File: src/rtl/gpio_pkg.sv
package gpio_pkg;
  localparam int ADDR_W     = 6;
  localparam int BANK_SLOTS = 32;

  typedef enum logic [2:0] {
    REG_USE  = 3'd0,
    REG_DIR  = 3'd1,
    REG_LVL  = 3'd2,
    REG_RISE = 3'd3,
    REG_FALL = 3'd4,
    REG_EVT  = 3'd5,
    REG_SIDE = 3'd6,
    REG_STS  = 3'd7
  } gpio_reg_e;
endpackage

File: src/rtl/gpio_edge_sync.sv
module gpio_edge_sync #(
  parameter int WIDTH  = 14,
  parameter int STAGES = 2
) (
  input  logic             clk_i,
  input  logic             rst_ni,
  input  logic [WIDTH-1:0] pin_i,
  output logic [WIDTH-1:0] smp_o,
  output logic [WIDTH-1:0] rise_o,
  output logic [WIDTH-1:0] fall_o
);
  logic [WIDTH-1:0] stage_q [STAGES];
  logic [WIDTH-1:0] prev_q;

  always_ff @(posedge clk_i or negedge rst_ni) begin
    if (!rst_ni) stage_q[0] <= '0;
    else         stage_q[0] <= pin_i;
  end

  for (genvar s = 1; s < STAGES; s++) begin : g_stage
    always_ff @(posedge clk_i or negedge rst_ni) begin
      if (!rst_ni) stage_q[s] <= '0;
      else         stage_q[s] <= stage_q[s-1];
    end
  end

  always_ff @(posedge clk_i or negedge rst_ni) begin
    if (!rst_ni) prev_q <= '0;
    else         prev_q <= stage_q[STAGES-1];
  end

  assign smp_o  = stage_q[STAGES-1];
  assign rise_o = stage_q[STAGES-1] & ~prev_q;
  assign fall_o = ~stage_q[STAGES-1] & prev_q;
endmodule

File: src/rtl/gpio_bank.sv
module gpio_bank
  import gpio_pkg::*;
#(
  parameter int WIDTH = 10
) (
  input  logic             clk_i,
  input  logic             rst_ni,
  input  logic             wr_en_i,
  input  gpio_reg_e        reg_sel_i,
  input  logic [1:0]       byte_sel_i,
  input  logic [7:0]       wr_data_i,
  input  logic [WIDTH-1:0] smp_i,
  input  logic [WIDTH-1:0] rise_i,
  input  logic [WIDTH-1:0] fall_i,
  output logic [7:0]       rd_data_o,
  output logic [WIDTH-1:0] oe_o,
  output logic [WIDTH-1:0] dout_o,
  output logic             evt_o
);
  logic [WIDTH-1:0] use_q, dir_q, lvl_q, rte_q, fte_q, evt_q, side_q, sts_q;
  logic [WIDTH-1:0] wm, wv, set_v, clr_v;
  logic [BANK_SLOTS-1:0] rd_pad;
  logic [WIDTH-1:0] rd_sel;

  // per-pin write lane and value
  always_comb begin
    for (int i = 0; i < WIDTH; i++) begin
      wm[i] = wr_en_i && (2'(i / 8) == byte_sel_i);
      wv[i] = wr_data_i[i % 8];
    end
  end

  function automatic logic [WIDTH-1:0] merge(input logic [WIDTH-1:0] cur,
                                             input logic [WIDTH-1:0] m,
                                             input logic [WIDTH-1:0] v);
    return (cur & ~m) | (v & m);
  endfunction

  assign set_v = use_q & ((rise_i & rte_q) | (fall_i & fte_q));
  assign clr_v = (reg_sel_i == REG_STS) ? (wm & wv) : '0;

  always_ff @(posedge clk_i or negedge rst_ni) begin
    if (!rst_ni) begin
      use_q  <= '0;
      dir_q  <= '1;
      lvl_q  <= '0;
      rte_q  <= '0;
      fte_q  <= '0;
      evt_q  <= '0;
      side_q <= '0;
      sts_q  <= '0;
    end else begin
      if (reg_sel_i == REG_USE)  use_q  <= merge(use_q, wm, wv);
      if (reg_sel_i == REG_DIR)  dir_q  <= merge(dir_q, wm, wv);
      if (reg_sel_i == REG_LVL)  lvl_q  <= merge(lvl_q, wm & ~dir_q, wv);
      if (reg_sel_i == REG_RISE) rte_q  <= merge(rte_q, wm, wv);
      if (reg_sel_i == REG_FALL) fte_q  <= merge(fte_q, wm, wv);
      if (reg_sel_i == REG_EVT)  evt_q  <= merge(evt_q, wm, wv);
      if (reg_sel_i == REG_SIDE) side_q <= merge(side_q, wm, wv);
      sts_q <= (sts_q & ~clr_v) | set_v;   // set wins over clear
    end
  end

  always_comb begin
    unique case (reg_sel_i)
      REG_USE:  rd_sel = use_q;
      REG_DIR:  rd_sel = dir_q;
      REG_LVL:  rd_sel = smp_i;
      REG_RISE: rd_sel = rte_q;
      REG_FALL: rd_sel = fte_q;
      REG_EVT:  rd_sel = evt_q;
      REG_SIDE: rd_sel = side_q;
      default:  rd_sel = sts_q;
    endcase
    rd_pad = '0;
    rd_pad[WIDTH-1:0] = rd_sel;
  end

  assign rd_data_o = rd_pad[{byte_sel_i, 3'b000} +: 8];
  assign oe_o      = use_q & ~dir_q;
  assign dout_o    = lvl_q;
  assign evt_o     = |(sts_q & evt_q);

  assert_lvl_hold_input_R5: assert property (@(posedge clk_i) disable iff (!rst_ni)
    1'b1 |=> (((lvl_q ^ $past(lvl_q)) & $past(dir_q)) == '0));

  assert_set_wins_R10: assert property (@(posedge clk_i) disable iff (!rst_ni)
    (set_v != '0) |=> ((sts_q & $past(set_v)) == $past(set_v)));

  assert_clear_takes_R8: assert property (@(posedge clk_i) disable iff (!rst_ni)
    ((clr_v & ~set_v) != '0) |=> ((sts_q & $past(clr_v & ~set_v)) == '0));

  assert_unusable_no_status_R11: assert property (@(posedge clk_i) disable iff (!rst_ni)
    1'b1 |=> ((sts_q & ~$past(sts_q) & ~$past(use_q)) == '0));

  assert_status_needs_watch_R7: assert property (@(posedge clk_i) disable iff (!rst_ni)
    1'b1 |=> ((sts_q & ~$past(sts_q) & ~$past((rise_i & rte_q) | (fall_i & fte_q))) == '0));
endmodule

File: src/rtl/gpio_two_bank.sv
module gpio_two_bank
  import gpio_pkg::*;
#(
  parameter int NUM_PINS    = 14,
  parameter int RESUME_BASE = 10,
  parameter int SYNC_STAGES = 2
) (
  input  logic                clk_i,
  input  logic                rst_ni,
  input  logic [ADDR_W-1:0]   addr_i,
  input  logic                wr_en_i,
  input  logic [7:0]          wr_data_i,
  output logic [7:0]          rd_data_o,
  input  logic [NUM_PINS-1:0] pin_i,
  output logic [NUM_PINS-1:0] pin_oe_o,
  output logic [NUM_PINS-1:0] pin_out_o,
  output logic                event_o
);
  localparam int CORE_W = RESUME_BASE;
  localparam int RES_W  = NUM_PINS - RESUME_BASE;

  logic [NUM_PINS-1:0] smp, rise, fall;
  logic [7:0]          rd_b [2];
  logic [1:0]          evt_b;
  gpio_reg_e           reg_sel;

  assign reg_sel = gpio_reg_e'(addr_i[4:2]);

  gpio_edge_sync #(.WIDTH(NUM_PINS), .STAGES(SYNC_STAGES)) u_sync (
    .clk_i  (clk_i),
    .rst_ni (rst_ni),
    .pin_i  (pin_i),
    .smp_o  (smp),
    .rise_o (rise),
    .fall_o (fall)
  );

  for (genvar b = 0; b < 2; b++) begin : g_bank
    localparam int W  = (b == 0) ? CORE_W : RES_W;
    localparam int LO = (b == 0) ? 0 : RESUME_BASE;

    gpio_bank #(.WIDTH(W)) u_bank (
      .clk_i      (clk_i),
      .rst_ni     (rst_ni),
      .wr_en_i    (wr_en_i && (addr_i[5] == 1'(b))),
      .reg_sel_i  (reg_sel),
      .byte_sel_i (addr_i[1:0]),
      .wr_data_i  (wr_data_i),
      .smp_i      (smp[LO +: W]),
      .rise_i     (rise[LO +: W]),
      .fall_i     (fall[LO +: W]),
      .rd_data_o  (rd_b[b]),
      .oe_o       (pin_oe_o[LO +: W]),
      .dout_o     (pin_out_o[LO +: W]),
      .evt_o      (evt_b[b])
    );
  end

  assign rd_data_o = rd_b[addr_i[5]];
  assign event_o   = |evt_b;

  assert_evt_holds_R9: assert property (@(posedge clk_i) disable iff (!rst_ni)
    (event_o && !wr_en_i) |=> event_o);
endmodule

File: config.mk
export PLATFORM = sky130hd
export DESIGN_NAME = gpio_two_bank
export DESIGN_NICKNAME = d
export VERILOG_FILES = /design/src/rtl/gpio_pkg.sv /design/src/rtl/gpio_edge_sync.sv /design/src/rtl/gpio_bank.sv /design/src/rtl/gpio_two_bank.sv
export SDC_FILE = /design/constraint.sdc
export NUM_CORES = 1
export LEC_CHECK = 0
export BUFFER_PORTS_ARGS = -buffer_cell sky130_fd_sc_hd__buf_2
export CORE_ASPECT_RATIO = 1.2
export CORE_UTILIZATION = 59
export DETAILED_ROUTE_END_ITERATION = 10
export MAX_ROUTING_LAYER = met4
export PLACE_DENSITY = 0.83
export SYNTH_ARGS = -nofsm -noshare
export SYNTH_HDL_FRONTEND = slang
export SYNTH_SLANG_ARGS = --single-unit
File: constraint.sdc
create_clock -name clk_i -period 1.6 [get_ports clk_i]
set_input_delay 0.08 -clock clk_i [delete_from_list [all_inputs] [get_ports clk_i]]
set_output_delay 0.08 -clock clk_i [all_outputs]
set_load 0.01 [all_outputs]
==> out/qor.yml, run 1 <==
floorplanning:
  core-area_um2: 11200
  dieArea_um2: 12200
  die_x_um: 101
  pin_count: 68
  initial_utilization: 0.615
  num_rows: 42
  die_y_um: 121
sta:
  setup_ws_ns: -0.434
  fin_skew_ns: 0.00406
  fin_hold_ws_ns: 0.0147
  maxSlewViolCount: 0
  hold_viol: 0
  max_freq_ghz: 0.492
  slew_headroom: 0.623
  rsz0062_at_grt: "yes"
  tightestPinTransition_ns: 0.565
  setup_violations: 9
  timing.final.crit_share: 1.27
  period_needed_ns: 2.03
routing:
  wl_per_cell_um: 21.9
  vias_per_cell: 6.27
  vias: 5571
  drtIter0Drc: 481
  totalWireLength_mm: 19.5
  met2_wirelength_mm: 9.55
  ant_nets: 0
  met1_length_mm: 7.39
  first_pass_iters: 5
  topRoutingLayerUsed: "met4"
  drc: 0
  dr_wl_met3_mm: 1.34
clocking:
  root_buffer: "clkbuf_16"
  cts.sinks: 154
  path_clk_slew_ns: 0.06
  htreeDepth: 4
  numCtsBuffers: 17
  cts_tree: "done"
  cts_buffer_depth: 2
  insertion_delay_ns: 0.43
finish:
  final_cell_mix: "dfrtp_1, mux2_2, buf_4"
  n_antenna_cell: 0
  layout_commonest_cell: "dfrtp_1"
  final_nets: 753
  syn2layout_area_growth_pct: 29.9
  fin_cells: 889
  drive_gt1_frac: 0.453
  fin_area_um2: 8990
power:
  p_per_area_nw_per_um2: 1210
  vdd_drop_max_mv: 1.02
  p_leak_nw: 4.24
setup_path:
  worst_r2r_endpoint: "g_bank[0].u_bank.sts_q[6]"
  worst-path-buf-inv: 1
  regToRegSetupSlack_ns: 0.41
  critical_path_class: "reg2out"
  slowest_delay_ns: 0.39
  cp.required_ns: 1.52
  slowest_stage: "dfrtp_1"
  r2r_cells: 5
  crit_chain: "mux2_4 > a221o_1 > a221oi_2 > o32ai_1 > buf_2"
  cp-start-kind: "register"
  cp_data_arrival_time_ns: 1.95
  endpoint_kind: "primary output"
  crit_fanout: 2
  cp_top_family: "compound AO/OA/AOI/OAI gates"
grt:
  grt_first_pass_wirelength_mm: 30.4
  grt_pass1_vias: 5661
  grt_max_degree: 47
  gr-usage-all-layers: 0.352
  grt_overflow_total: 0
  antenna_found_initial: 0
placement:
  place_hpwl_mm: 12.4
  globalplace.congestion: 0.926
  place_inst: 820
  io_buffers: 67
  place_area_um2: 7920
worst_hold_path:
  hp-start: "wr_data_i[4]"
  hold-path-endpoint: "g_bank[0].u_bank.sts_q[4]"
  hold_path_class: "in2reg"
  min_path_cells: 3
status:
  violations: "negative setup slack"
  outcome: "finished with violations"
job:
  cap_violations: 0
synthesis:
  avgSynthCellArea_um2: 12.4
  seq_area_frac_synth: 0.559
  synthFlopType: "dfrtp_1"
  synthCells: 558
  synth.distinct_cells: 52
  syn-num-nets: 589
  synth-edff-count: 0
  synthArstFlopShare: 1.00
  ys_warn_count: 0
  synth_area_leaders: "dfrtp_1, mux2_2, dfstp_2, mux2i_1, nand2_1"
  synth_top_area_share: 0.506
  syn_area_um2: 6920
  ys_seq_elements: 154
  post-synth-top-area-cell: "dfrtp_1"
==> cell usage after synthesis, types with 6 or more instances <==
library cell	instances
nand2_1	52
nand3b_1	15
a22o_1	16
o21ai_0	28
nor2b_1	18
mux2_2	102
buf_2	11
mux2i_1	21
a21oi_1	6
nor2_1	32
clkbuf_1	15
dfrtp_1	140
nor3_1	6
dfstp_2	14
a221oi_1	8
==> stage by stage <==
step	TNS [ns]	utilization	setup slack, ns	total power, mW
after floorplan	-0.281	-	-0.0240	5.65
after detailed placement	-3.56	0.704	-0.179	6.34
after CTS	-1.59	0.793	-0.469	10.8
after global routing	-2.10	0.800	-0.476	11.3
after global placement	-3.28	0.704	-0.119	6.26
final	-1.64	0.800	-0.434	10.9
==> cell type report <==
cell class | instances | area (µm²)
clock inverter | 13 | 190
clock buffer | 19 | 443
fill | 649 | 2250
tap | 154 | 193
multi-input combinational | 373 | 3040
inverter | 4 | 15.0
sequential | 154 | 3870
timing repair buffer | 172 | 1240
==> power by group <==
| part | internal, mW | total [mW] | switching, mW | leakage [nW] |
|---|---|---|---|---|
| combinational | 0.904 | 1.69 | 0.785 | 2.00 |
| clock | 2.67 | 4.29 | 1.63 | 0.308 |
| sequential | 4.43 | 4.89 | 0.459 | 1.94 |
| total | 8.00 | 10.9 | 2.87 | 4.24 |
==> layer usage <==
layer | GRT usage | vias to the layer above
li1 | - | 2387
met1 | 0.425 | 2780
met2 | 0.557 | 307
met3 | 0.0763 | 97
met4 | 0.188 | 0
met5 | - | -
==> kinds of logic after synthesis <==
group | Yosys count | synth area share
muxes | 127 | 0.206
AOI/OAI and AO/OA | 98 | 0.103
and+or+nand+nor | 148 | 0.113
DFF | 154 | 0.559
buffers and inverters | 31 | 0.0188
==> worst max-delay path by stage <==
stage / start / endpoint / slack, ns / depth (start not counted)
6_report: register / rd_data_o[0] / -0.43 / 5
3_3_place_gp: addr_i[4] / register / -0.12 / 6
4_1_cts: register / rd_data_o[0] / -0.47 / 5
5_1_grt: register / rd_data_o[0] / -0.48 / 5
3_5_place_dp: addr_i[4] / register / -0.18 / 6
2_1_floorplan: addr_i[1] / register / -0.02 / 5
==> worst reg2reg max path, stage by stage, from the launching register on <==
cell      delay [ns]
dfrtp_1         0.40
buf_4           0.14
buf_4           0.12
nand3b_1        0.09
o21ai_0         0.10
a22o_1          0.24
==> repair_timing <==
item	in CTS	in global routing
setup endpoints to repair	9	9
gates cloned	0	0
endpoints found under the hold margin	170	0
pin swaps	23	9
buffers inserted	12	8
resized for setup	22	6
hold buffers	17	0
Note: power is estimated with default switching activity, not from simulation.
==> run 2, diff against run 1 <==
--- a/config.mk
+++ b/config.mk
@@ -10,7 +10,8 @@
 export CORE_UTILIZATION = 59
 export DETAILED_ROUTE_END_ITERATION = 10
 export MAX_ROUTING_LAYER = met4
-export PLACE_DENSITY = 0.83
+export PLACE_DENSITY = 0.82
 export SYNTH_ARGS = -nofsm -noshare
 export SYNTH_HDL_FRONTEND = slang
+export SYNTH_HIERARCHICAL = 1
 export SYNTH_SLANG_ARGS = --single-unit
==> out/qor.yml, run 2 <==
routing:
  first_pass_iters: 5  # unchanged
  vias_per_cell: 6.04  # was 6.27
  drc: 0  # unchanged
  drtIter0Drc: 359  # was 481
  totalWireLength_mm: 19.6  # was 19.5 mm
  wl_per_cell_um: 21.3  # was 21.9 µm
  vias: 5572  # was 5571
  ant_nets: 0  # unchanged
clocking:
  cts_tree: "done"  # unchanged
  insertion_delay_ns: 0.42  # was 0.43 ns
  path_clk_slew_ns: 0.06  # about the same
  cts.sinks: 154  # unchanged
  htreeDepth: 4  # unchanged
  numCtsBuffers: 17  # unchanged
  cts_buffer_depth: 2  # unchanged
  root_buffer: "clkbuf_16"  # unchanged
synthesis:
  synthCells: 586  # was 558
  syn_area_um2: 7360  # was 6920 µm²
  post-synth-top-area-cell: "dfrtp_1"  # unchanged
  synth-edff-count: 0  # unchanged
  ys_seq_elements: 154  # unchanged
  synthTopCellsByCount: "dfrtp_1, mux2_2, nand2_1"  # unchanged
  synth_area_leaders: "dfrtp_1, mux2_2, dfstp_2, a22o_1, and2b_2"  # was dfrtp_1, mux2_2, dfstp_2, mux2i_1, nand2_1
  ys_warn_count: 6  # was 0
  synthFlopType: "dfrtp_1"  # unchanged
  synth.distinct_cells: 54  # was 52
  synthArstFlopShare: 1.00  # unchanged
  avgSynthCellArea_um2: 12.6  # was 12.4 µm²
  seq_area_frac_synth: 0.526  # was 0.559
  synth_top_area_share: 0.476  # was 0.506
  synth_most_common_cell: "dfrtp_1"  # unchanged
setup_path:
  rr_startpoint: "u_sync/smp_o[6]"
  critical_path_class: "reg2out"  # unchanged
  regToRegSetupSlack_ns: 0.30  # was 0.41 ns
  cp-start-kind: "register"  # unchanged
  cp.required_ns: 1.52  # about the same
  startpoint: "g_bank[0].u_bank/sts_q[1]"
  endpoint_kind: "primary output"  # unchanged
  cp_data_arrival_time_ns: 2.10  # was 1.95 ns
  crit_fanout: 2  # unchanged
floorplanning:
  pin_count: 68  # unchanged
  initial_utilization: 0.608  # was 0.615
  die_y_um: 124  # was 121 µm
  num_rows: 44  # was 42
  die_x_um: 104  # was 101 µm
  dieArea_um2: 12900  # was 12200 µm²
  core-area_um2: 12100  # was 11200 µm²
finish:
  fin_area_um2: 9370  # was 8990 µm²
  n_antenna_cell: 0  # unchanged
  seq_area_um2: 3870  # unchanged
  multi_input_comb_area_um2: 3330  # was 3040 µm²
  fillers: 771  # was 649
  final_nets: 780  # was 753
  final_cell_mix: "dfrtp_1, buf_4, mux2_2"  # was dfrtp_1, mux2_2, buf_4
  layout_commonest_cell: "dfrtp_1"  # unchanged
  syn2layout_area_growth_pct: 27.3  # was 29.9%
  drive_gt1_frac: 0.512  # was 0.453
sta:
  slew_headroom: 0.669  # was 0.623
  fin_skew_ns: 0.0114  # was 0.00406 ns
  rsz0062_at_grt: "yes"  # unchanged
  timing.final.crit_share: 1.36  # was 1.27
  setup_violations: 9  # unchanged
  period_needed_ns: 2.18  # was 2.03 ns
  maxSlewViolCount: 0  # unchanged
  tightestPinTransition_ns: 0.495  # was 0.565 ns
  hold_viol: 0  # unchanged
  setup_ws_ns: -0.582  # was -0.434 ns
  max_freq_ghz: 0.458  # was 0.492 GHz
job:
  cap_violations: 0  # unchanged
status:
  outcome: "finished with violations"  # unchanged
  violations: "negative setup slack"  # unchanged
power:
  vdd_drop_max_mv: 0.922  # was 1.02 mV
  p_per_area_nw_per_um2: 1160  # was 1210 nW/µm²
  p_leak_nw: 4.52  # was 4.24 nW
grt:
  grt_max_degree: 45  # was 47
  grt_overflow_total: 0  # unchanged
  grt_use_met2: 0.540  # was 0.557
  grt.busiest_layer: "met2"  # unchanged
  grt_use_met3: 0.0633  # was 0.0763
  gr-usage-all-layers: 0.328  # was 0.352
  grt_first_pass_wirelength_mm: 31.4  # was 30.4 mm
  antenna_found_initial: 0  # unchanged
  grt_pass1_vias: 6002  # was 5661
  met1_usage: 0.379  # was 0.425
worst_hold_path:
  hp-start: "wr_data_i[4]"  # unchanged
  hold_path_class: "in2reg"  # unchanged
placement:
  place_area_um2: 8390  # was 7920 µm²
  pre_cts_ws_ns: -0.283  # was -0.179 ns
  io_buffers: 67  # unchanged
  globalplace.congestion: 0.978  # was 0.926
  place_hpwl_mm: 13.3  # was 12.4 mm
-- run 2: cell count changes after synthesis, sizes merged, moves of 8 or more --
cell and change:
o21ai -11, clkbuf -8, mux2 +8, and2b +32
buf +22, nand3b -13, a22o +13, mux2i -14
-- run 2: routing by layer --
metal / vias up / part of all wire
met1: 2814 / 0.39
li1: 2445 / -
met5: - / 0
met3: 66 / 0.054
met2: 247 / 0.51
met4: 0 / 0.041
-- run 2: per-stage QoR --
stage / setup TNS, ns / util / cells / hold slack, ns / total power, mW
6_report: -4.09 / 0.774 / 923 / 0.00709 / 10.9
5_1_grt: -4.55 / 0.774 / 923 / 0.0209 / 11.3
4_1_cts: -4.01 / 0.773 / 923 / 0.00216 / 10.9
3_5_place_dp: -7.71 / 0.692 / 867 / 0.0409 / 6.59
3_3_place_gp: -6.16 / 0.692 / 867 / 0.0370 / 6.50
2_1_floorplan: -1.03 / - / 589 / -0.216 / 5.73
-- run 2: cell families after synthesis --
group                  after synthesis  share of synthesized area
muxes                              121                      0.195
and+or+nand+nor                    167                      0.136
AOI/OAI and AO/OA                  102                      0.105
other                                1                   0.000509
buffers and inverters               41                     0.0372
DFF                                154                      0.526
-- run 2: worst paths after layout --
check | to | cells after the start
hold reg to reg | u_sync/smp_o[4] | 0
max in group asynchronous | asynchronous set/reset pin | 3
setup / recovery | rd_data_o[1] | 5
min in group asynchronous | asynchronous set/reset pin | 2
setup reg to reg | g_bank[0].u_bank/sts_q[6] | 4
hold / removal | register | 2
-- run 2: timing repair --
item | 4_1_cts | 5_1_grt
hold buffers | 16 | 0
endpoints found under the hold margin | 126 | 0
setup buffers | 8 | 1
gates resized for setup | 26 | 4
pin swaps | 10 | 6
endpoints found under the setup margin | 9 | 9
-- run 2: where the power goes --
| group | leakage [nW] | switching [mW] | internal, mW |
|---|---|---|---|
| combinational | 2.30 | 0.846 | 1.07 |
| clock | 0.289 | 1.53 | 2.58 |
| sequential | 1.94 | 0.430 | 4.44 |
| total | 4.52 | 2.81 | 8.09 |
-- run 2: cell type report --
type	count	area share
timing repair buffer	182	0.144
multi-input combinational	394	0.355
sequential	154	0.413
tap	161	0.0215
clock buffer	22	0.0506
clock inverter	10	0.0152
-- run 2: worst max-delay path, cell delays in order, from the launching register on --
cell	delay (ns)
dfrtp_1	0.41
mux4_2	0.52
mux2i_2	0.20
o32ai_1	0.13
mux2_4	0.29
buf_2	0.14
